<file path="src/rtl/por_seq_pkg.sv">
package por_seq_pkg;

  typedef enum logic [2:0] {
    ST_IDLE,
    ST_HOLD,
    ST_WAIT_REL,
    ST_GAP,
    ST_PULSE,
    ST_FINAL,
    ST_CFG,
    ST_READY
  } seq_state_e;

  typedef enum logic [2:0] {
    IV_HOLD,
    IV_REL,
    IV_GAP,
    IV_PULSE,
    IV_CFG
  } ival_e;

  // Cycles covering at least 'us' microseconds at 'khz' kilohertz, rounded up.
  function automatic longint unsigned us_to_cycles(input longint unsigned us,
                                                   input longint unsigned khz);
    longint unsigned prod;
    longint unsigned cyc;
    prod = us * khz;
    cyc  = (prod + 64'd999) / 64'd1000;
    return (cyc == 64'd0) ? 64'd1 : cyc;
  endfunction

  function automatic int unsigned cyc_max(input int unsigned a, input int unsigned b);
    return (a > b) ? a : b;
  endfunction

  // Output pattern {pwr_on_n, bus_rst_n, cfg_ready} for a given state.
  function automatic logic [2:0] state_outputs(input seq_state_e s);
    logic [2:0] o;
    unique case (s)
      ST_WAIT_REL, ST_FINAL: o = 3'b100;
      ST_GAP, ST_CFG:        o = 3'b110;
      ST_READY:              o = 3'b111;
      default:               o = 3'b000;
    endcase
    return o;
  endfunction

endpackage

</file>
<file path="src/rtl/por_sync_chain.sv">
module por_sync_chain #(
  parameter int unsigned STAGES = 2
) (
  input  logic clk,
  input  logic rst_n,
  input  logic d,
  output logic q
);
  logic [STAGES-1:0] sh;

  always_ff @(posedge clk or negedge rst_n) begin
    if (!rst_n) sh <= '0;
    else        sh <= {sh[STAGES-2:0], d};
  end

  assign q = sh[STAGES-1];
endmodule

</file>
<file path="src/rtl/por_interval_timer.sv">
module por_interval_timer
  import por_seq_pkg::*;
#(
  parameter int unsigned W         = 4,
  parameter int unsigned HOLD_CYC  = 1,
  parameter int unsigned REL_CYC   = 1,
  parameter int unsigned GAP_CYC   = 1,
  parameter int unsigned PULSE_CYC = 1,
  parameter int unsigned CFG_CYC   = 1
) (
  input  logic  clk,
  input  logic  rst_n,
  input  logic  load,
  input  ival_e sel,
  output logic  done
);
  logic [W-1:0] cnt;
  logic [W-1:0] reload;

  // Loading N-1 makes the owning state last exactly N cycles.
  always_comb begin
    unique case (sel)
      IV_HOLD:  reload = W'(HOLD_CYC - 1);
      IV_REL:   reload = W'(REL_CYC - 1);
      IV_GAP:   reload = W'(GAP_CYC - 1);
      IV_PULSE: reload = W'(PULSE_CYC - 1);
      IV_CFG:   reload = W'(CFG_CYC - 1);
      default:  reload = '0;
    endcase
  end

  always_ff @(posedge clk or negedge rst_n) begin
    if (!rst_n)          cnt <= '0;
    else if (load)       cnt <= reload;
    else if (cnt != '0)  cnt <= cnt - 1'b1;
  end

  assign done = (cnt == '0);
endmodule

</file>
<file path="src/rtl/por_seq_fsm.sv">
module por_seq_fsm
  import por_seq_pkg::*;
(
  input  logic  clk,
  input  logic  rst_n,
  input  logic  pg_s,
  input  logic  tmr_done,
  output logic  tmr_load,
  output ival_e tmr_sel,
  output logic  pwr_on_n,
  output logic  bus_rst_n,
  output logic  cfg_ready
);
  seq_state_e state, nxt;
  logic [2:0] out_d;

  always_comb begin
    nxt      = state;
    tmr_load = 1'b0;
    tmr_sel  = IV_HOLD;
    if (state == ST_IDLE || !pg_s) begin
      nxt      = ST_HOLD;
      tmr_load = 1'b1;
    end else if (tmr_done) begin
      unique case (state)
        ST_HOLD:     begin nxt = ST_WAIT_REL; tmr_load = 1'b1; tmr_sel = IV_REL;   end
        ST_WAIT_REL: begin nxt = ST_GAP;      tmr_load = 1'b1; tmr_sel = IV_GAP;   end
        ST_GAP:      begin nxt = ST_PULSE;    tmr_load = 1'b1; tmr_sel = IV_PULSE; end
        ST_PULSE:    begin nxt = ST_FINAL;    tmr_load = 1'b1; tmr_sel = IV_REL;   end
        ST_FINAL:    begin nxt = ST_CFG;      tmr_load = 1'b1; tmr_sel = IV_CFG;   end
        ST_CFG:      nxt = ST_READY;
        default:     nxt = state;
      endcase
    end
  end

  assign out_d = state_outputs(nxt);

  always_ff @(posedge clk or negedge rst_n) begin
    if (!rst_n) begin
      state     <= ST_IDLE;
      pwr_on_n  <= 1'b0;
      bus_rst_n <= 1'b0;
      cfg_ready <= 1'b0;
    end else begin
      state     <= nxt;
      pwr_on_n  <= out_d[2];
      bus_rst_n <= out_d[1];
      cfg_ready <= out_d[0];
    end
  end
endmodule

</file>
<file path="src/rtl/por_seq.sv">
module por_seq
  import por_seq_pkg::*;
#(
  parameter int unsigned CLK_KHZ  = 100000,
  parameter int unsigned HOLD_US  = 1000,
  parameter int unsigned REL_US   = 15,
  parameter int unsigned GAP_US   = 16000,
  parameter int unsigned PULSE_US = 1000,
  parameter int unsigned CFG_US   = 32000,
  parameter int unsigned SYNC_STAGES = 2
) (
  input  logic clk,
  input  logic rst_n,
  input  logic pwr_good,
  output logic pwr_on_n,
  output logic bus_rst_n,
  output logic cfg_ready
);
  localparam int unsigned HOLD_CYC  = 32'(us_to_cycles(64'(HOLD_US),  64'(CLK_KHZ)));
  localparam int unsigned REL_CYC   = 32'(us_to_cycles(64'(REL_US),   64'(CLK_KHZ)));
  localparam int unsigned GAP_CYC   = 32'(us_to_cycles(64'(GAP_US),   64'(CLK_KHZ)));
  localparam int unsigned PULSE_CYC = 32'(us_to_cycles(64'(PULSE_US), 64'(CLK_KHZ)));
  localparam int unsigned CFG_CYC   = 32'(us_to_cycles(64'(CFG_US),   64'(CLK_KHZ)));
  localparam int unsigned MAX_CYC   =
    cyc_max(cyc_max(cyc_max(HOLD_CYC, REL_CYC), cyc_max(GAP_CYC, PULSE_CYC)), CFG_CYC);
  localparam int unsigned TMR_W     = $clog2(MAX_CYC + 1);

  // Named internal events, also observed by the bound checker.
  logic  pg_s;
  logic  tmr_load;
  logic  tmr_done;
  ival_e tmr_sel;

  por_sync_chain #(.STAGES(SYNC_STAGES)) u_sync (
    .clk   (clk),
    .rst_n (rst_n),
    .d     (pwr_good),
    .q     (pg_s)
  );

  por_interval_timer #(
    .W         (TMR_W),
    .HOLD_CYC  (HOLD_CYC),
    .REL_CYC   (REL_CYC),
    .GAP_CYC   (GAP_CYC),
    .PULSE_CYC (PULSE_CYC),
    .CFG_CYC   (CFG_CYC)
  ) u_tmr (
    .clk   (clk),
    .rst_n (rst_n),
    .load  (tmr_load),
    .sel   (tmr_sel),
    .done  (tmr_done)
  );

  por_seq_fsm u_fsm (
    .clk       (clk),
    .rst_n     (rst_n),
    .pg_s      (pg_s),
    .tmr_done  (tmr_done),
    .tmr_load  (tmr_load),
    .tmr_sel   (tmr_sel),
    .pwr_on_n  (pwr_on_n),
    .bus_rst_n (bus_rst_n),
    .cfg_ready (cfg_ready)
  );
endmodule

</file>
<file path="config.mk">
export PLATFORM = sky130hd
export DESIGN_NAME = por_seq
export DESIGN_NICKNAME = d
export VERILOG_FILES = /design/src/rtl/por_seq_pkg.sv /design/src/rtl/por_sync_chain.sv /design/src/rtl/por_interval_timer.sv /design/src/rtl/por_seq_fsm.sv /design/src/rtl/por_seq.sv
export SDC_FILE = /design/constraint.sdc
export NUM_CORES = 1
export LEC_CHECK = 0
export BUFFER_PORTS_ARGS = -buffer_cell sky130_fd_sc_hd__buf_4
export CORE_MARGIN = 2
export CORE_UTILIZATION = 50
export CTS_CLUSTER_DIAMETER = 80
export CTS_CLUSTER_SIZE = 28
export DETAILED_ROUTE_END_ITERATION = 10
export GPL_TIMING_DRIVEN = 0
export PLACE_DENSITY = 0.74
export SYNTH_ARGS = -nofsm -noshare
export SYNTH_HDL_FRONTEND = slang
export SYNTH_SLANG_ARGS = --single-unit
</file>
<file path="constraint.sdc">
create_clock -name clk -period 2.36 [get_ports clk]
set_input_delay 0.236 -clock clk [delete_from_list [all_inputs] [get_ports clk]]
set_output_delay 0.236 -clock clk [all_outputs]
set_load 0.005 [all_outputs]
</file>
---- Word-level counts from Yosys, hierarchy flattened ----
Cells that the tools add are included.
cells by class
  multiplexer cells ....................... 13
  reduce and logical (&&, ||, !) cells .... 12
  $add $sub $neg .......................... 1
  eq/ne operators ......................... 15
operators with widths
  kind                                                  number
  case mux 22 bit (4 select lines)                      1
  2-to-1 mux 22 bit                                     2
  logical NOT 22 bit                                    1
  nonzero test 22 bit                                   1
  subtractor 22 x 1 -> 22 bit (second input constant)   1
  equality test 3 bit (second input constant)           7
  equality test 3 x 2 -> 1 bit (second input constant)  6
  case mux 3 bit (6 select lines)                       1
  2-to-1 mux 3 bit                                      4
  case mux 3 bit (4 select lines)                       1
  case mux 3 bit (3 select lines)                       1
  OR reduction 2 bit                                    4
  equality test 3 x 1 -> 1 bit (second input constant)  2
  logical NOT 3 bit                                     2
  OR reduction 5 bit                                    1
  2-to-1 mux 1 bit                                      3
  nonzero test 2 bit                                    1
  logical NOT 1 bit                                     1
  logical OR 1 bit                                      1
storage, ports and cells
  word-level logic and storage cells ...... 47
  output and inout port bits .............. 3
  register bits ........................... 30
  input bits .............................. 3

---- Depth between registers and ports, before layout ----
  word-level depth ........................ 9
  mapped depth ............................ 8
  mapped depth without buffers ............ 7

---- Hierarchy ----
A second synthesis with hierarchy kept.
unflattened totals
  cell total of the unflattened synthesis .. 184
  area total of the unflattened synthesis .. 1759.2 um2
modules (own cells, without submodules)
  module              area each (um2)  sequential area each (um2)  cells an instance  times used
  por_interval_timer  1333.8           550.5                       140                1
  por_seq_fsm         375.4            150.1                       42                 1
  por_sync_chain      50.0             50.0                        2                  1

---- Least setup slack after synthesis ----
OpenSTA, ideal clock, no wires.
  kind .................................... flip-flop to flip-flop
  start point ............................. register u_tmr.cnt[16]
  end point ............................... register u_tmr.cnt[1]
  required time ........................... 2.235 ns
  stages on the path, launching flop included .. 7
  setup time .............................. 0.125 ns
  clock period less this slack ............ 2.124 ns
  buffers on the path ..................... 0
  arrival time ............................ 1.999 ns
  slack ................................... 0.236 ns
  cell sequence ........................... dfrtp_1 > nor4_1 > nand3_1 > nor4_2 > nand2_1 > nor2_1 > mux2_2
on the way
  longest elaborated chain between the ends .. 7
  elaborated cells on any way between the ends .. 15
  those cells by class .................... eq/ne: 4; mux: 6; reduce/logical: 5
RTL lines
  item                                                               RTL line                  RTL
  start: declaration                                                 por_interval_timer.sv:17  logic [W-1:0] cnt;
  start signal: assignment                                           por_interval_timer.sv:34  else if (load) cnt <= reload;
  start signal: assignment                                           por_interval_timer.sv:35  else if (cnt != '0) cnt <= cnt - 1'b1;
  logical NOT 22 bit                                                 por_interval_timer.sv:38  assign done = (cnt == '0);
  2-to-1 mux 3 bit                                                   por_seq_fsm.sv:24         end else if (tmr_done) begin
  2-to-1 mux 3 bit                                                   por_seq_fsm.sv:21         if (state == ST_IDLE || !pg_s) begin
  equality test 3 x 2 -> 1 bit or logical NOT 3 bit (tied branches)  por_interval_timer.sv:22  unique case (sel)
  OR reduction 2 bit (no source line)                                --
  case mux 22 bit (4 select lines)                                   por_interval_timer.sv:22
  2-to-1 mux 22 bit                                                  por_interval_timer.sv:34
Several ways; a longest one is shown, not always the timed one.
A chain may end at the register's enable or synchronous reset.

---- Final worst setup path ----
Ends and elaborated chain as after synthesis.

==> out/results.tsv <==
stage	metric	value	unit
worst_hold_path	min_path_type	in2async	
grt	grt_pass1_vias	1354	
power_and_ir_drop	p_leak	0.735	nW
routing	drt-initial-drc-count	125	
flow_run	maxCapViolCount	0	
synth	ys.warnings.count	0	
grt	grt_max_degree	31	
die	dieHeight	62.2	microns
setup_path	path_class	reg2reg	
setup_path	start_kind	register	
synth	synth_cell_types	39	
placement	place_area	1790	sq um
routing	viasPerCell	5.80	
clock_tree	clk_latency	0.34	ns
setup_path	path_max_fanout	6	
placement	place_hpwl	2.72	mm
setup_path	crit_path_end_kind	register	
routing	route.detailed.drc	0	
sta	tightest_slew	0.442	ns
setup_path	crit_required	2.60	ns
placement	dp.cells	234	
synth	async_flop_share	100	%
power_and_ir_drop	p_per_area	487	nW/um^2
sta	period_share	96.8	%
placement	port_buffers	5	
grt	grt_overflow	0	
routing	totalWireLength	3.79	mm
setup_path	rr_worst_depth	6	
synth	yosys.area.top_type	dfrtp_1	
synth	syn_area	1690	sq um
synth	netlist_instances	183	
finish	n_antenna_cell	0	
routing	postRouteAntennaNets	0	
die	top_level_ports	6	
synth	ys_top_cells_by_area	dfrtp_1 44%, xnor2_1 5.2%, nor2_1 4.0%	
synth	synth-main-ff-cell	dfrtp_1	
synth	yosys.area.top_type_share	44.3	%
finish	fillers	285	
setup_path	worstPathArrival	2.52	ns
routing	via_count	1439	
synth	synth_edf_count	0	
die	initial_utilization	51.5	%
sta	finClkSkew	0.00727	ns
clock_tree	clockBufferDepth	2	
clock_tree	cts_tree	done	
clock_tree	cts_sinks	30	
grt	antenna_found_initial	0	
finish	fin_nets	206	
synth	yosysSeqAreaShare	44.3	%
die	row_count	21	
status	status	completed	
clock_tree	cts_root_buf	clkbuf_4	
sta	min_period	2.28	ns
finish	drive_gt1_share	16.8	%
power_and_ir_drop	vdd_drop_max	0.000373	V
synth	ys_top_cells_by_count	30 x dfrtp_1, 18 x nor2_1, 17 x nand2_1, 12 x a21oi_1, 11 x nor3_1	
synth	synth.most_common_cell	dfrtp_1	
placement	routabilityCongestion	0.879	
grt	grtUsageTotal	22.1	%
grt	grt_pass1_wl	6.69	mm
sta	slew_headroom	70.3	%
finish	postLayoutCellArea	1990	sq um
die	fp.dieW	62.2	microns
synth	syn-num-nets	188	
die	core-area	3280	sq um
finish	area_growth	17.5	%
sta	hold_violations	0	
clock_tree	numCtsBuffers	5	
sta	maxSlewViolCount	0	
die	dieArea	3870	sq um
clock_tree	cts_max_level	2	
sta	setup_viol	0	
sta	fmax	0.438	GHz
setup_path	r2r_slack	0.08	ns
finish	stdcell_count	248	
clock_tree	clk_pin_slew_worst_paths	0.10	ns
routing	firstDrtPassIters	4	
synth	synth_area_per_cell	9.25	sq um
routing	wire_per_inst	15.3	microns
synth	ys_seq_elements	30	
==> final cells by class <==
type                    instances  area [sq um]  share of cell area (%)
multi-input cells             144           981                    49.3
plain buffers                   6          23.8                    1.19
inverters                       3          11.3                   0.566
clock buffers                   5          37.5                    1.89
repair buffers                 11          87.6                    4.40
clock inverters                 3          40.0                    2.01
flip-flops and latches         30           751                    37.7
well taps                      46          57.6                    2.89
==> metal layers <==
layer  track usage (%)  wire [microns]
met3              5.62             236
met2              32.1            1720
met5                 0               0
met1              31.9            1770
met4              8.61              65
==> layout by cell type (no fill, tap or decap), drive strengths merged, types with 2 or more instances in the layout <==
cell type / count
dfrtp: 30
nor2: 18
nand2: 17
nor3: 14
a21oi: 12
xnor2: 10
buf: 10
o21ai: 10
clkbuf: 10
nor4: 9
nand3: 8
or4: 6
xor2: 4
or3: 4
inv: 3
nor2b: 3
and2: 3
o31ai: 3
o211ai: 3
nand4: 2
and3: 2
o21a: 2
ha: 2
clkinv: 2
dlygate4sd3: 2
o221ai: 2
==> registers in the layout, indices dropped and copies added, names as in the netlist <==
signal           count
u_fsm.pwr_on_n       1
u_fsm.cfg_ready      1
u_sync.sh            2
u_tmr.cnt           22
u_fsm.state          3
u_fsm.bus_rst_n      1
==> power breakdown <==
part,internal [mW],switching (mW),total [mW],leakage (nW)
combinational,0.0140,0.0244,0.0384,0.329
sequential,0.519,0.00691,0.526,0.361
clock,0.219,0.184,0.403,0.0450
==> final timing paths <==
kind | from | to
worst max-delay path | u_tmr.cnt[16] | u_tmr.cnt[1]
worst min-delay path | rst_n | u_tmr.cnt[6]
worst max register to register | u_tmr.cnt[16] | u_tmr.cnt[1]
worst min register to register | u_sync.sh[0] | u_sync.sh[1]
max in group asynchronous | rst_n | u_fsm.cfg_ready
min in group clk | u_sync.sh[0] | u_sync.sh[1]
==> logic make-up after synthesis <==
| logic type | count (synthesis) | share of synthesized area [%] |
|---|---|---|
| simple gates | 87 | 28.8 |
| buf+inv | 9 | 2.07 |
| fa+ha+maj | 2 | 1.48 |
| flops | 30 | 44.3 |
| compound gates | 40 | 15.4 |
| xor+xnor | 14 | 7.24 |
| mux | 1 | 0.665 |
==> stage by stage <==
step                setup TNS [ns]  hold slack, ns  utilization, %  setup slack [ns]  power, mW
global placement            -0.534           0.175            54.4            -0.219      0.571
detailed placement           -1.43           0.180            54.4            -0.328      0.572
CTS                              0           0.346            58.2            0.0801      0.975
finish                           0           0.341            60.6            0.0764      0.968
global route               -0.0309           0.370            60.6           -0.0309       1.01
floorplan                        0         -0.0596               -             0.236      0.553
==> timing repair <==
item / CTS / global route
resized for setup: 4 / 6
buffers inserted: 0 / 4
setup endpoints to repair: 16 / 10
cloned: 0 / 0
pin swaps: 1 / 2
hold buffers: 2 / 0
endpoints found under the hold margin: 31 / 0
==> worst max-delay path: stages, from the launching register on <==
cell and delay, ns:
dfrtp_1 0.47, nor4_4 0.42, nand3_2 0.19, nor4_4 0.48
nand2_1 0.10, nor2_1 0.17, mux2_2 0.35
No activity file was read; power rests on OpenSTA's default activity.
